**src/rtl/crossing_pkg.sv**
```systemverilog
package crossing_pkg;
   typedef enum logic [1:0] {
      PH_MAIN_GO   = 2'd0,
      PH_MAIN_WARN = 2'd1,
      PH_SIDE_GO   = 2'd2,
      PH_SIDE_WARN = 2'd3
   } phase_t;

   localparam int LAMP_W = 3;
   // Lamp vector layout: {green, yellow, red}
   localparam logic [LAMP_W-1:0] LAMP_GREEN  = 3'b100;
   localparam logic [LAMP_W-1:0] LAMP_YELLOW = 3'b010;
   localparam logic [LAMP_W-1:0] LAMP_RED    = 3'b001;
endpackage

```
**src/rtl/sig_sync.sv**
```systemverilog
module sig_sync #(
   parameter int STAGES = 2
) (
   input  logic clk,
   input  logic rst_n,
   input  logic d,
   output logic q
);
   generate
      if (STAGES < 2) begin : g_bad_stages
         $error("sig_sync: STAGES must be at least 2");
      end
   endgenerate

   logic [STAGES-1:0] chain;

   always_ff @(posedge clk or negedge rst_n) begin
      if (!rst_n) chain <= '0;
      else        chain <= {chain[STAGES-2:0], d};
   end

   assign q = chain[STAGES-1];
endmodule

```
**src/rtl/phase_timer.sv**
```systemverilog
module phase_timer #(
   parameter int CNT_W = 4
) (
   input  logic             clk,
   input  logic             rst_n,
   input  logic             tick,
   input  logic             restart,
   input  logic [CNT_W-1:0] limit,
   output logic [CNT_W-1:0] count,
   output logic             done
);
   generate
      if (CNT_W < 2) begin : g_bad_width
         $error("phase_timer: CNT_W must be at least 2");
      end
   endgenerate

   logic [CNT_W-1:0] cnt;

   always_ff @(posedge clk or negedge rst_n) begin
      if (!rst_n)                      cnt <= '0;
      else if (restart)                cnt <= '0;
      else if (tick && (cnt < limit))  cnt <= cnt + 1'b1;
   end

   assign count = cnt;
   assign done  = (cnt >= limit);

   // a phase change leaves the counter at zero
   p_restart_zero_r9: assert property (@(posedge clk) disable iff (!rst_n)
      restart |=> (cnt == '0));
   // without a tick and without a restart the count holds
   p_hold_no_tick_r9: assert property (@(posedge clk) disable iff (!rst_n)
      (!restart && !tick) |=> $stable(cnt));
   // the counter moves by at most one step per edge
   p_single_step_r9: assert property (@(posedge clk) disable iff (!rst_n)
      (!restart && tick && (cnt < limit)) |=> (cnt == $past(cnt) + 1'b1));
endmodule

```
**src/rtl/phase_seq.sv**
```systemverilog
module phase_seq
   import crossing_pkg::*;
#(
   parameter int LEN_W           = 4,
   parameter int MAIN_WARN_TICKS = 3,
   parameter int SIDE_WARN_TICKS = 2
) (
   input  logic              clk,
   input  logic              rst_n,
   input  logic              car,
   input  logic              done,
   input  logic [LEN_W-1:0]  main_len,
   input  logic [LEN_W-1:0]  side_len,
   output logic [LEN_W-1:0]  limit,
   output logic              restart,
   output logic [LAMP_W-1:0] main_light,
   output logic [LAMP_W-1:0] side_light
);
   localparam int LEN_MAX = (1 << LEN_W) - 1;
   localparam logic [LEN_W-1:0] MW = LEN_W'(MAIN_WARN_TICKS);
   localparam logic [LEN_W-1:0] SW = LEN_W'(SIDE_WARN_TICKS);
   localparam logic [LEN_W-1:0] ONE = LEN_W'(1);

   generate
      if (MAIN_WARN_TICKS < 1 || MAIN_WARN_TICKS > LEN_MAX) begin : g_bad_mw
         $error("phase_seq: MAIN_WARN_TICKS out of counter range");
      end
      if (SIDE_WARN_TICKS < 1 || SIDE_WARN_TICKS > LEN_MAX) begin : g_bad_sw
         $error("phase_seq: SIDE_WARN_TICKS out of counter range");
      end
   endgenerate

   phase_t phase, nxt;
   logic [LEN_W-1:0] main_lim, side_lim;

   // a zero length counts as one tick
   assign main_lim = (main_len == '0) ? ONE : main_len;
   assign side_lim = (side_len == '0) ? ONE : side_len;

   always_comb begin
      case (phase)
         PH_MAIN_GO:   limit = main_lim;
         PH_MAIN_WARN: limit = MW;
         PH_SIDE_GO:   limit = side_lim;
         default:      limit = SW;
      endcase
   end

   always_comb begin
      nxt = phase;
      case (phase)
         PH_MAIN_GO:   if (done && car) nxt = PH_MAIN_WARN;
         PH_MAIN_WARN: if (done)        nxt = PH_SIDE_GO;
         PH_SIDE_GO:   if (done)        nxt = PH_SIDE_WARN;
         default:      if (done)        nxt = PH_MAIN_GO;
      endcase
   end

   assign restart = (nxt != phase);

   always_ff @(posedge clk or negedge rst_n) begin
      if (!rst_n) phase <= PH_MAIN_GO;
      else        phase <= nxt;
   end

   always_comb begin
      case (phase)
         PH_MAIN_GO:   begin main_light = LAMP_GREEN;  side_light = LAMP_RED;    end
         PH_MAIN_WARN: begin main_light = LAMP_YELLOW; side_light = LAMP_RED;    end
         PH_SIDE_GO:   begin main_light = LAMP_RED;    side_light = LAMP_GREEN;  end
         default:      begin main_light = LAMP_RED;    side_light = LAMP_YELLOW; end
      endcase
   end

   // each lamp vector is one-hot
   p_lamps_onehot_r2: assert property (@(posedge clk) disable iff (!rst_n)
      ($countones(main_light) == 1) && ($countones(side_light) == 1));
   // never both roads released
   p_one_road_red_r3: assert property (@(posedge clk) disable iff (!rst_n)
      main_light[0] || side_light[0]);
   // main green only ends with a synchronized car present
   p_leave_green_car_r5: assert property (@(posedge clk) disable iff (!rst_n)
      $fell(main_light[2]) |-> $past(car));
   // main yellow is followed directly by side green
   p_yellow_to_side_r6: assert property (@(posedge clk) disable iff (!rst_n)
      $fell(main_light[1]) |-> side_light[2]);
   // side yellow is followed directly by main green
   p_side_to_main_r8: assert property (@(posedge clk) disable iff (!rst_n)
      $fell(side_light[1]) |-> main_light[2]);
endmodule

```
**src/rtl/crossing_signal_ctrl.sv**
```systemverilog
module crossing_signal_ctrl
   import crossing_pkg::*;
#(
   parameter int LEN_W           = 4,
   parameter int MAIN_WARN_TICKS = 3,
   parameter int SIDE_WARN_TICKS = 2,
   parameter int SYNC_STAGES     = 2
) (
   input  logic              clk,
   input  logic              rst_n,
   input  logic              tick,
   input  logic [LEN_W-1:0]  main_green_len,
   input  logic [LEN_W-1:0]  side_green_len,
   input  logic              car_sense_async,
   output logic [2:0]        main_light,
   output logic [2:0]        side_light,
   output logic [LEN_W-1:0]  elapsed
);
   logic             car_sync;
   logic             done;
   logic             restart;
   logic [LEN_W-1:0] limit;
   logic [LEN_W-1:0] main_floor;

   sig_sync #(.STAGES(SYNC_STAGES)) u_sync (
      .clk(clk), .rst_n(rst_n), .d(car_sense_async), .q(car_sync)
   );

   phase_seq #(
      .LEN_W(LEN_W),
      .MAIN_WARN_TICKS(MAIN_WARN_TICKS),
      .SIDE_WARN_TICKS(SIDE_WARN_TICKS)
   ) u_seq (
      .clk(clk), .rst_n(rst_n), .car(car_sync), .done(done),
      .main_len(main_green_len), .side_len(side_green_len),
      .limit(limit), .restart(restart),
      .main_light(main_light), .side_light(side_light)
   );

   phase_timer #(.CNT_W(LEN_W)) u_timer (
      .clk(clk), .rst_n(rst_n), .tick(tick), .restart(restart),
      .limit(limit), .count(elapsed), .done(done)
   );

   assign main_floor = (main_green_len == '0) ? LEN_W'(1) : main_green_len;

   // the main green never ends before its minimum
   p_green_min_r4: assert property (@(posedge clk) disable iff (!rst_n)
      $fell(main_light[2]) |-> ($past(elapsed) >= $past(main_floor)));
   // elapsed restarts when the main road changes lamp
   p_elapsed_restart_r9: assert property (@(posedge clk) disable iff (!rst_n)
      (main_light != $past(main_light)) |-> (elapsed == '0));
endmodule

```
**config.mk**
```make
export PLATFORM = sky130hd
export DESIGN_NAME = crossing_signal_ctrl
export DESIGN_NICKNAME = d
export VERILOG_FILES = /design/src/rtl/crossing_pkg.sv /design/src/rtl/sig_sync.sv /design/src/rtl/phase_timer.sv /design/src/rtl/phase_seq.sv /design/src/rtl/crossing_signal_ctrl.sv
export SDC_FILE = /design/constraint.sdc
export NUM_CORES = 1
export LEC_CHECK = 0
export CORE_AREA = 5 5 42 44
export DETAILED_ROUTE_END_ITERATION = 10
export DIE_AREA = 0 0 47 49
export DONT_BUFFER_PORTS = 1
export PLACE_DENSITY_LB_ADDON = 0.1
export SYNTH_ARGS = -nofsm -noshare
export SYNTH_HDL_FRONTEND = slang
export SYNTH_HIERARCHICAL = 1
export SYNTH_SLANG_ARGS = --single-unit
```
**constraint.sdc**
```tcl
create_clock -name clk -period 3.6 [get_ports clk]
set_input_delay 0.72 -clock clk [delete_from_list [all_inputs] [get_ports clk]]
set_output_delay 0.72 -clock clk [all_outputs]
set_load 0.05 [all_outputs]
```
==> flow_metrics.py <==
metrics = {
    "timing": {
        "setup_viol": 0,
        "rsz0062_at_grt": "false",
        "min_period_ns": 2.787,
        "tightest_slew_ns": 0.9227,
        "layout_setup_ws_ns": 0.8130,
        "clock_skew_ns": 0.002418,
        "relSlewSlack_pct": 38.36,
        "hold_violations": 0,
        "timing.final.crit_share_pct": 77.42,
        "tns_ns": 0,
        "maxSlewViolCount": 0,
        "max_clock_freq_mhz": 358.8,
    },
    "cts": {
        "cts_tree": "built",
        "cts_setup_buffers": 0,
        "post_cts_resized": 0,
        "ctsRootBufferMaster": "clkbuf_4",
        "postCtsHoldBufs": 0,
        "cts_buffers": 3,
        "clk_pin_slew_ns": 0.05,
        "h-tree-depth": 1,
        "cts.sinks": 8,
        "clock_latency_ns": 0.25,
        "clk_path_buf_depth": 2,
    },
    "detailed_routing": {
        "final_antenna_net_count": 0,
        "vias_per_cell": 5.366,
        "wirelength_um": 1101,
        "drc": 0,
        "dr.pass1.iters": 2,
        "routedWlPerCell_um": 13.43,
        "drt-initial-drc-count": 6,
        "num_vias": 440,
    },
    "floorplan": {
        "start_util_pct": 43.13,
        "die_area_sq_mm": 0.002303,
        "fp.coreArea_sq_mm": 0.001401,
        "die_y_um": 49,
        "io_pins": 22,
        "num_rows": 14,
        "die_w_um": 47,
    },
    "global_route": {
        "grt_overflow": 0,
        "antenna_found_initial": 0,
        "grt_use_total_pct": 11.48,
        "grt_max_degree": 15,
        "grt_pass1_vias": 432,
        "grt_pass1_wl_um": 1842,
    },
    "placement": {
        "placed_area_sq_um": 619.3,
        "dpl_worst_slack_ns": 0.7871,
        "dp_hpwl_um": 891.5,
        "portBuffers": 0,
        "gp_congestion": 0.6821,
    },
    "setup_path": {
        "r2r-end": "u_timer/count[1]",
        "crit_start": "u_seq/phase[1]",
        "worst-r2r-setup-slack_ns": 0.81,
        "path_class": "register to register",
        "required_ns": 3.77,
        "cp.arrival_ns": 2.96,
        "ff2ff_path_depth": 10,
        "worst-path-max-fanout": 14,
        "r2r-start": "u_seq/phase[1]",
        "crit_path_start_kind": "register",
        "end_kind": "register",
    },
    "synthesis": {
        "ys_types": 29,
        "synth.yosys.seq_area_share_pct": 33.13,
        "syn_nets": 82,
        "yosys_warnings": 6,
        "syn_avg_cell_area_sq_um": 9.297,
        "synthCells": 65,
        "netlist_area_sq_um": 604.3,
        "synth.ff_latch_count": 8,
    },
    "cells_and_area": {
        "final_util_pct": 45.80,
        "drive_above_1_share_pct": 18.18,
        "mostFrequentLayoutCells": "9 x nor2_1, 8 x dfrtp_1, 5 x inv_1, 5 x nand2b_1, 5 x ha_1",
        "layout.nets": 85,
        "area_growth_pct": 6.211,
        "final_area_sq_um": 641.9,
        "num_antenna_cells": 0,
        "layout_commonest_cell": "nor2_1",
    },
    "run": {
        "cap_violations": 0,
    },
    "min_path": {
        "hold_path_class": "input pin to asynchronous set/reset pin",
    },
    "status": {
        "status": "finished, final reports clean",
    },
}
==> how the worst max path moves through the flow <==
| stage | cells after the start | endpoint | slack, ns |
|---|---|---|---|
| final | 10 | u_timer/count[1] | 0.81 |
| after global routing | 10 | u_timer/count[3] | 0.59 |
| after CTS | 10 | u_timer/count[1] | 0.78 |
| after detailed placement | 10 | u_timer/count[1] | 0.79 |
| after global placement | 10 | u_timer/count[1] | 0.80 |
| after floorplan | 9 | u_timer/count[1] | 0.97 |
==> worst max-delay path, stage by stage, from the launching register on <==
cell and delay [ns]:
dfrtp_1 0.89, nor2b_1 0.12, a211o_1 0.29, inv_1 0.05, ha_1 0.24, nor2b_4 0.14, o211a_4 0.24, nand3b_1 0.21
o31a_1 0.21, nand2b_1 0.17, mux2i_1 0.13
==> cell type report <==
cell class / instances / area [sq um]
clock buffers: 3 / 22.52
fillers: 153 / 759.5
inverters: 5 / 18.77
multi-input cells: 49 / 372.9
flip-flops and latches: 8 / 200.2
well taps: 16 / 20.02
repair buffers: 1 / 7.507
==> synthesized netlist by cell type <==
cell | instances | area share (%)
clkbuf_1 | 2 | 1.2
or4_1 | 1 | 1.2
nor2_1 | 9 | 5.6
nor2_2 | 1 | 1.0
buf_2 | 1 | 0.83
nor3_2 | 1 | 1.7
nand2b_1 | 5 | 5.2
dfrtp_1 | 8 | 33
nand3b_1 | 1 | 1.2
mux2i_1 | 3 | 5.0
or3_1 | 1 | 1.0
a211o_1 | 1 | 1.4
a32oi_1 | 1 | 1.4
inv_1 | 5 | 3.1
o211a_4 | 1 | 2.9
nor2b_1 | 4 | 4.1
a21oi_1 | 1 | 0.83
nor3_1 | 1 | 0.83
and2_1 | 1 | 1.0
nor3b_2 | 1 | 2.1
xnor2_1 | 1 | 1.4
o31a_1 | 1 | 1.4
o21ai_1 | 1 | 0.83
ha_1 | 5 | 10
nor2b_4 | 1 | 2.3
nand2_1 | 2 | 1.2
nand3_1 | 1 | 0.83
mux2_2 | 3 | 5.6
nand4_1 | 1 | 1.0
==> routing by layer <==
layer,routed length (um),up-vias,track usage (%),share of wire (%)
met5,0,-,0,0
met4,18,0,8.295,1.6
met3,113,2,5.166,10
met2,528,12,14.71,48
met1,441,203,14.57,40
li1,-,223,-,-
==> sequential cells by signal (all words and copies together) (netlist names) <==
signal and count:
u_timer/count 4, u_seq/phase 2, u_sync/chain 2
==> metrics by stage <==
stage,instances,hold slack [ns]
2_1_floorplan,65,0.3312
3_3_place_gp,79,0.3341
3_5_place_dp,79,0.3379
4_1_cts,82,0.1491
5_1_grt,82,0.1381
6_report,82,0.1624
==> cell families after synthesis <==
kind of cell             share of synthesized area [%]
flip-flops                                       33.13
buffers and inverters                            5.176
adder cells (fa/ha/maj)                          10.35
multiplexers                                     10.56
XOR/XNOR                                         1.450
AND/OR/NAND/NOR                                  30.44
AO/OA/AOI/OAI                                    8.902
Power is left out: the tool's default activity adds up to more than one toggle a clock period on the data nets, which glitch-free logic cannot reach.
